File: config.mk
export PLATFORM = sky130hd
export DESIGN_NAME = glitch_filter
export DESIGN_NICKNAME = d
export VERILOG_FILES = /design/src/rtl/glitch_pkg.sv /design/src/rtl/glitch_width_stage.sv /design/src/rtl/glitch_hold_stage.sv /design/src/rtl/glitch_filter.sv
export SDC_FILE = /design/constraint.sdc
export NUM_CORES = 1
export LEC_CHECK = 0
export BUFFER_PORTS_ARGS = -buffer_cell sky130_fd_sc_hd__buf_2
export CAP_MARGIN = 20
export CORE_AREA = 4 4 41 43
export CTS_BUF_LIST = sky130_fd_sc_hd__clkbuf_2 sky130_fd_sc_hd__clkbuf_4 sky130_fd_sc_hd__clkbuf_8
export CTS_CLUSTER_DIAMETER = 50
export DETAILED_ROUTE_END_ITERATION = 7
export DIE_AREA = 0 0 45 47
export GPL_TIMING_DRIVEN = 0
export PLACE_DENSITY_LB_ADDON = 0.08
export RECOVER_POWER = 50
export SYNTH_ARGS = -nofsm -noshare
export SYNTH_HDL_FRONTEND = slang
export SYNTH_SLANG_ARGS = --single-unit
File: constraint.sdc
create_clock -name clk_i -period 5.1 [get_ports clk_i]
set_clock_uncertainty 0.1 [all_clocks]
set_input_delay 1.53 -clock clk_i [delete_from_list [all_inputs] [get_ports clk_i]]
set_output_delay 1.53 -clock clk_i [all_outputs]
set_load 0.005 [all_outputs]
File: src/rtl/glitch_pkg.sv
package glitch_pkg;

  function automatic int unsigned bits_for(int unsigned v);
    return (v < 2) ? 1 : $clog2(v + 1);
  endfunction

  function automatic int unsigned max2(int unsigned a, int unsigned b);
    return (a > b) ? a : b;
  endfunction

endpackage

File: src/rtl/glitch_width_stage.sv
module glitch_width_stage
  import glitch_pkg::*;
#(
  parameter int unsigned MIN_HI = 1,
  parameter int unsigned MIN_LO = 1
) (
  input  logic clk_i,
  input  logic rst_ni,
  input  logic d_i,
  output logic q_o
);

  generate
    if (MIN_HI <= 1 && MIN_LO <= 1) begin : g_pass
      assign q_o = d_i;
    end else begin : g_filt
      localparam int unsigned RunMax = max2(MIN_HI, MIN_LO);
      localparam int unsigned CW     = bits_for(RunMax);
      localparam logic [CW-1:0] NeedHi = CW'(MIN_HI);
      localparam logic [CW-1:0] NeedLo = CW'(MIN_LO);

      logic          lvl_q;
      logic [CW-1:0] run_q;
      logic [CW-1:0] run_nx;
      logic          flip;

      always_comb begin
        run_nx = run_q + CW'(1);
        flip   = (d_i != lvl_q) && (run_nx >= (d_i ? NeedHi : NeedLo));
      end

      // accepted level is shown in the cycle the run completes
      assign q_o = flip ? d_i : lvl_q;

      always_ff @(posedge clk_i or negedge rst_ni) begin
        if (!rst_ni) begin
          lvl_q <= 1'b0;
          run_q <= '0;
        end else if (flip) begin
          lvl_q <= d_i;
          run_q <= '0;
        end else if (d_i != lvl_q) begin
          run_q <= run_nx;
        end else begin
          run_q <= '0;
        end
      end

      assert_run_bound_R4: assert property (@(posedge clk_i) disable iff (!rst_ni)
        run_q < CW'(RunMax));
    end
  endgenerate

  assert_rise_needs_high_R2: assert property (@(posedge clk_i) disable iff (!rst_ni)
    $rose(q_o) |-> d_i);

  assert_fall_needs_low_R3: assert property (@(posedge clk_i) disable iff (!rst_ni)
    $fell(q_o) |-> !d_i);

endmodule

File: src/rtl/glitch_hold_stage.sv
module glitch_hold_stage
  import glitch_pkg::*;
#(
  parameter int unsigned KEEP_HI = 4,
  parameter int unsigned KEEP_LO = 4
) (
  input  logic clk_i,
  input  logic rst_ni,
  input  logic d_i,
  output logic q_o
);

  generate
    if (KEEP_HI <= 1 && KEEP_LO <= 1) begin : g_pass
      assign q_o = d_i;
    end else begin : g_hold
      localparam int unsigned HoldMax = max2(KEEP_HI, KEEP_LO);
      localparam int unsigned HW      = bits_for(HoldMax);
      localparam logic [HW-1:0] LoadHi = HW'(KEEP_HI - 1);
      localparam logic [HW-1:0] LoadLo = HW'(KEEP_LO - 1);

      logic          prev_q;
      logic [HW-1:0] hold_q;

      assign q_o = (hold_q != '0) ? prev_q : d_i;

      always_ff @(posedge clk_i or negedge rst_ni) begin
        if (!rst_ni) begin
          prev_q <= 1'b0;
          hold_q <= '0;
        end else begin
          prev_q <= q_o;
          if (q_o != prev_q) begin
            hold_q <= q_o ? LoadHi : LoadLo;
          end else if (hold_q != '0) begin
            hold_q <= hold_q - HW'(1);
          end
        end
      end

      assert_hold_range_R6: assert property (@(posedge clk_i) disable iff (!rst_ni)
        hold_q < HW'(HoldMax));
    end
  endgenerate

  assert_follow_src_R7: assert property (@(posedge clk_i) disable iff (!rst_ni)
    (q_o != $past(q_o)) |-> (q_o == d_i));

endmodule

File: src/rtl/glitch_filter.sv
module glitch_filter
  import glitch_pkg::*;
#(
  parameter int unsigned MIN_HI_W = 1,
  parameter int unsigned MIN_LO_W = 1,
  parameter int unsigned KEEP_HI  = 4,
  parameter int unsigned KEEP_LO  = 4
) (
  input  logic clk_i,
  input  logic rst_ni,
  input  logic raw_i,
  output logic filt_o
);

  logic width_q;
  logic hold_q;

  glitch_width_stage #(
    .MIN_HI (MIN_HI_W),
    .MIN_LO (MIN_LO_W)
  ) u_width (
    .clk_i  (clk_i),
    .rst_ni (rst_ni),
    .d_i    (raw_i),
    .q_o    (width_q)
  );

  glitch_hold_stage #(
    .KEEP_HI (KEEP_HI),
    .KEEP_LO (KEEP_LO)
  ) u_hold (
    .clk_i  (clk_i),
    .rst_ni (rst_ni),
    .d_i    (width_q),
    .q_o    (hold_q)
  );

  assign filt_o = rst_ni & hold_q;

  // independent edge-age tracker for hold checks
  localparam int unsigned AgeMax = max2(KEEP_HI, KEEP_LO);
  localparam int unsigned AW     = bits_for(AgeMax);

  logic [AW-1:0] age_q;
  logic          last_q;

  always_ff @(posedge clk_i or negedge rst_ni) begin
    if (!rst_ni) begin
      age_q  <= AW'(AgeMax);
      last_q <= 1'b0;
    end else begin
      last_q <= filt_o;
      if (filt_o != last_q) begin
        age_q <= AW'(1);
      end else if (age_q < AW'(AgeMax)) begin
        age_q <= age_q + AW'(1);
      end
    end
  end

  assert_keep_high_R5: assert property (@(posedge clk_i) disable iff (!rst_ni)
    (last_q && !filt_o) |-> (age_q >= AW'(KEEP_HI)));

  assert_keep_low_R6: assert property (@(posedge clk_i) disable iff (!rst_ni)
    (!last_q && filt_o) |-> (age_q >= AW'(KEEP_LO)));

endmodule

==> reports/summary.md <==
The run finished with clean final reports. The gate count after technology mapping was 18. The share of the Yosys chip area taken by registers is 45.5%. Dividing the detail-routed wire length by the instance count gives 9.51 um.

Number of instances on the worst hold path: 1. The cell seen most often among critical-path stages was buf_2. The tools report the core footprint as 1300 um2. The run gives 23.7% as the share of total power in the clock network.

Number of distinct library cells after synthesis: 12. The critical path is of the in -> out type. No sink is reached through more buffers than the 2 on the longest clock path. Detailed placement finished with a half-perimeter wire length of 297 um. Summed over all failing endpoints, the final setup total negative slack is 0 ps. For this run, the number of standard cells in the final layout without fillers is 39.

The tools report the number of antenna violations at the first check in global routing as 0. Gates resized during post-CTS repair numbered 0. The worst-path maximum fanout is 2.

For the worst-skew pair, the clock arrives at the later sink with an insertion delay of 240 ps. The fmax is 0.263 GHz, and the total setup violations reported at the end of the flow is 0. The logs give 4 for the number of I/O pins and 21.2% for the post-layout utilization of the core. The worst path required time was 3470 ps. In this design, the stage delay of the slowest critical-path cell is 260 ps. Once the floorplan was initialized, standard cells occupied 16.9% of the core. For the total global routing track utilization, the log shows 4.98%. The number of cells on the worst reg-to-reg path is 5. At the pin with the least slew margin, the transition time is 271 ps. VDD sags by at most 0.159 mV. The number of nets in the synthesized netlist is 23. The slowest stage of the critical path belongs to the cell mux2_4. Number of violations reported at the end of detailed-routing iteration 0: 3. Sequential cells account for 34.0% of the total power.

For this run, the number of Yosys warnings is 0. The most frequent standard cell in the layout excluding fill and tap cells was dfrtp_1. The first TritonRoute pass finished after 2 iterations. The maximum number of pins on one net before global-route repair came out at 6.

The area of all placed cells without fillers came out at 275 um2. The tools report the worst slew margin relative to its limit as 81.9%. The tool flagged a number of max-cap violations equal to 0.

Total number of clock tree sinks: 4. The die covers 2120 um2. Measured along the y axis, the die boundary spans 47 um.

The logs give 1300 ps for the post-layout worst setup margin and 0 for the buffer count from post-CTS setup fixing. In this run the cell area of the synthesized design comes to 220 um2. The switching component of the power came out at 53.9 uW. The logs give 31 for the net count of the finished layout and 137 for the via count of the first global-routing pass. The tools report the arrival time reported for the critical path endpoint as 2170 ps.

The power density normalized to cell area works out to 623 nW/um2. Startpoint kind of the worst setup timing path: an input pin. For the number of remaining DRC errors, the log shows 0.

The die is 45 um wide. Prior to clock tree synthesis, the placed netlist has a worst setup slack of 1300 ps. The internal power of the cells totals 118 uW.

The global-route wire length before repair was 607 um; the area added between synthesis and finish was 25.0%. The switching part of the total came out at 31.4%. The run gives 1 as the H-tree depth.

The min-delay analysis places its worst path in the category reg -> reg. Share of layout cells above drive strength 1: 41.7%. Counting flops and latches in the post-synthesis netlist gives 4. TritonCTS built the clock tree. Port buffering added 3 buffers. The cell area after placement is 254 um2, and the final max-slew violation count is 0. Averaged over all synthesized cells, the footprint is 12.2 um2. Dividing the detail-routed via count by the number of cells gives 3.51. The placer's final routability congestion estimate was 0.673; the period utilization was 74.4%. The number of inserted diodes is 0, and the clock-pin transition on the worst setup and hold timing paths is 40 ps. For the hold buffer count at cts, the log shows 0. Once detail routing completed, the nets flagged for antenna violations numbered 0.

STA classifies the critical path endpoint as a primary output. Setup repair after global routing left no endpoint under its margin. TritonCTS created 3 clock buffers. The number of rows created at floorplan was 13.

The library cells used most frequently in the layout, excluding fill and tap cells, are dfrtp_1, clkbuf_4. The analysis attributes to cell leakage a power of 0.131 nW. Master cell of the clock root buffer: clkbuf_4. The critical path goes through buf_2 -> mux2_4 -> and2_4 -> buf_2. The power share of the combinational group was 42.2%; the clock period minus worst slack was 3800 ps. Including well taps, the total number of placed cells is 36.

Across all layers, the routed design uses 137 vias. After detailed routing, the total wire length is 371 um. The number of hold violations in the final report was 0.

After global routing the overflow that remains totals 0.
-- final cells by class --
| class | instances | area [um2] |
|---|---|---|
| inverters | 2 | 7.51 |
| well taps | 15 | 18.8 |
| fillers | 149 | 1030 |
| flip-flops and latches | 4 | 100 |
| repair buffers | 3 | 13.8 |
| clock buffers | 3 | 22.5 |
| multi-input cells | 12 | 113 |
-- worst max-delay path, delay by kind of cell --
| family | cells | cell delay [ps] |
|---|---|---|
| buffers and inverters | 2 | 230 |
| muxes | 1 | 260 |
| and+or+nand+nor | 1 | 150 |
-- metal layers --
metal	track usage (%)	vias to the layer above	routed length [um]
met4	8.77	0	0
met2	5.65	4	148
met3	2.30	0	34
li1	-	69	-
met1	5.02	64	188
met5	0	-	0
-- synthesized netlist by cell type, drive strengths merged --
cell   n  area (um2)
ha     2        25.0
mux2i  1        10.0
a21oi  1        5.00
mux2   2        26.3
dfrtp  4         100
nor2b  1        13.8
nor2   2        7.51
and2   2        16.3
xnor2  1        8.76
inv    2        7.51
-- through the flow --
stage,power [mW],hold slack [ps]
floorplan,0.119,409
CTS,0.177,449
global placement,0.133,429
finish,0.172,447
detailed placement,0.134,440
global route,0.189,463
-- kinds of logic after synthesis --
logic type                 share of synthesized area [%]
and+or+nand+nor                                     17.0
DFF                                                 45.5
muxes                                               16.5
buffers and inverters                               3.41
adders and majority gates                           11.4
AOI/OAI and AO/OA                                   2.27
xor gates and xnor gates                            3.98
-- power groups by stage --
stage | clock [mW] | combinational (mW) | sequential (mW)
2_1_floorplan | 0 | 0.0614 | 0.0575
3_3_place_gp | 0 | 0.0742 | 0.0587
3_5_place_dp | 0 | 0.0747 | 0.0591
4_1_cts | 0.0437 | 0.0752 | 0.0585
5_1_grt | 0.0440 | 0.0851 | 0.0601
6_report | 0.0407 | 0.0725 | 0.0584
-- final timing paths --
path	from	end	slack (ps)
max reg2reg	u_hold.g_hold.hold_q[0]	u_hold.g_hold.hold_q[1]	3740
min in group asynchronous	rst_ni	u_hold.g_hold.hold_q[2]	1040
min	u_hold.g_hold.prev_q	u_hold.g_hold.prev_q	450
max in group asynchronous	rst_ni	u_hold.g_hold.hold_q[1]	3650
max	raw_i	filt_o	1300
min reg2reg	u_hold.g_hold.prev_q	u_hold.g_hold.prev_q	450
-- registers in the layout, summed over array words and instances (netlist names) --
register              flops
u_hold.g_hold.hold_q      3
u_hold.g_hold.prev_q      1
No activity file was read; power rests on OpenSTA's default activity.
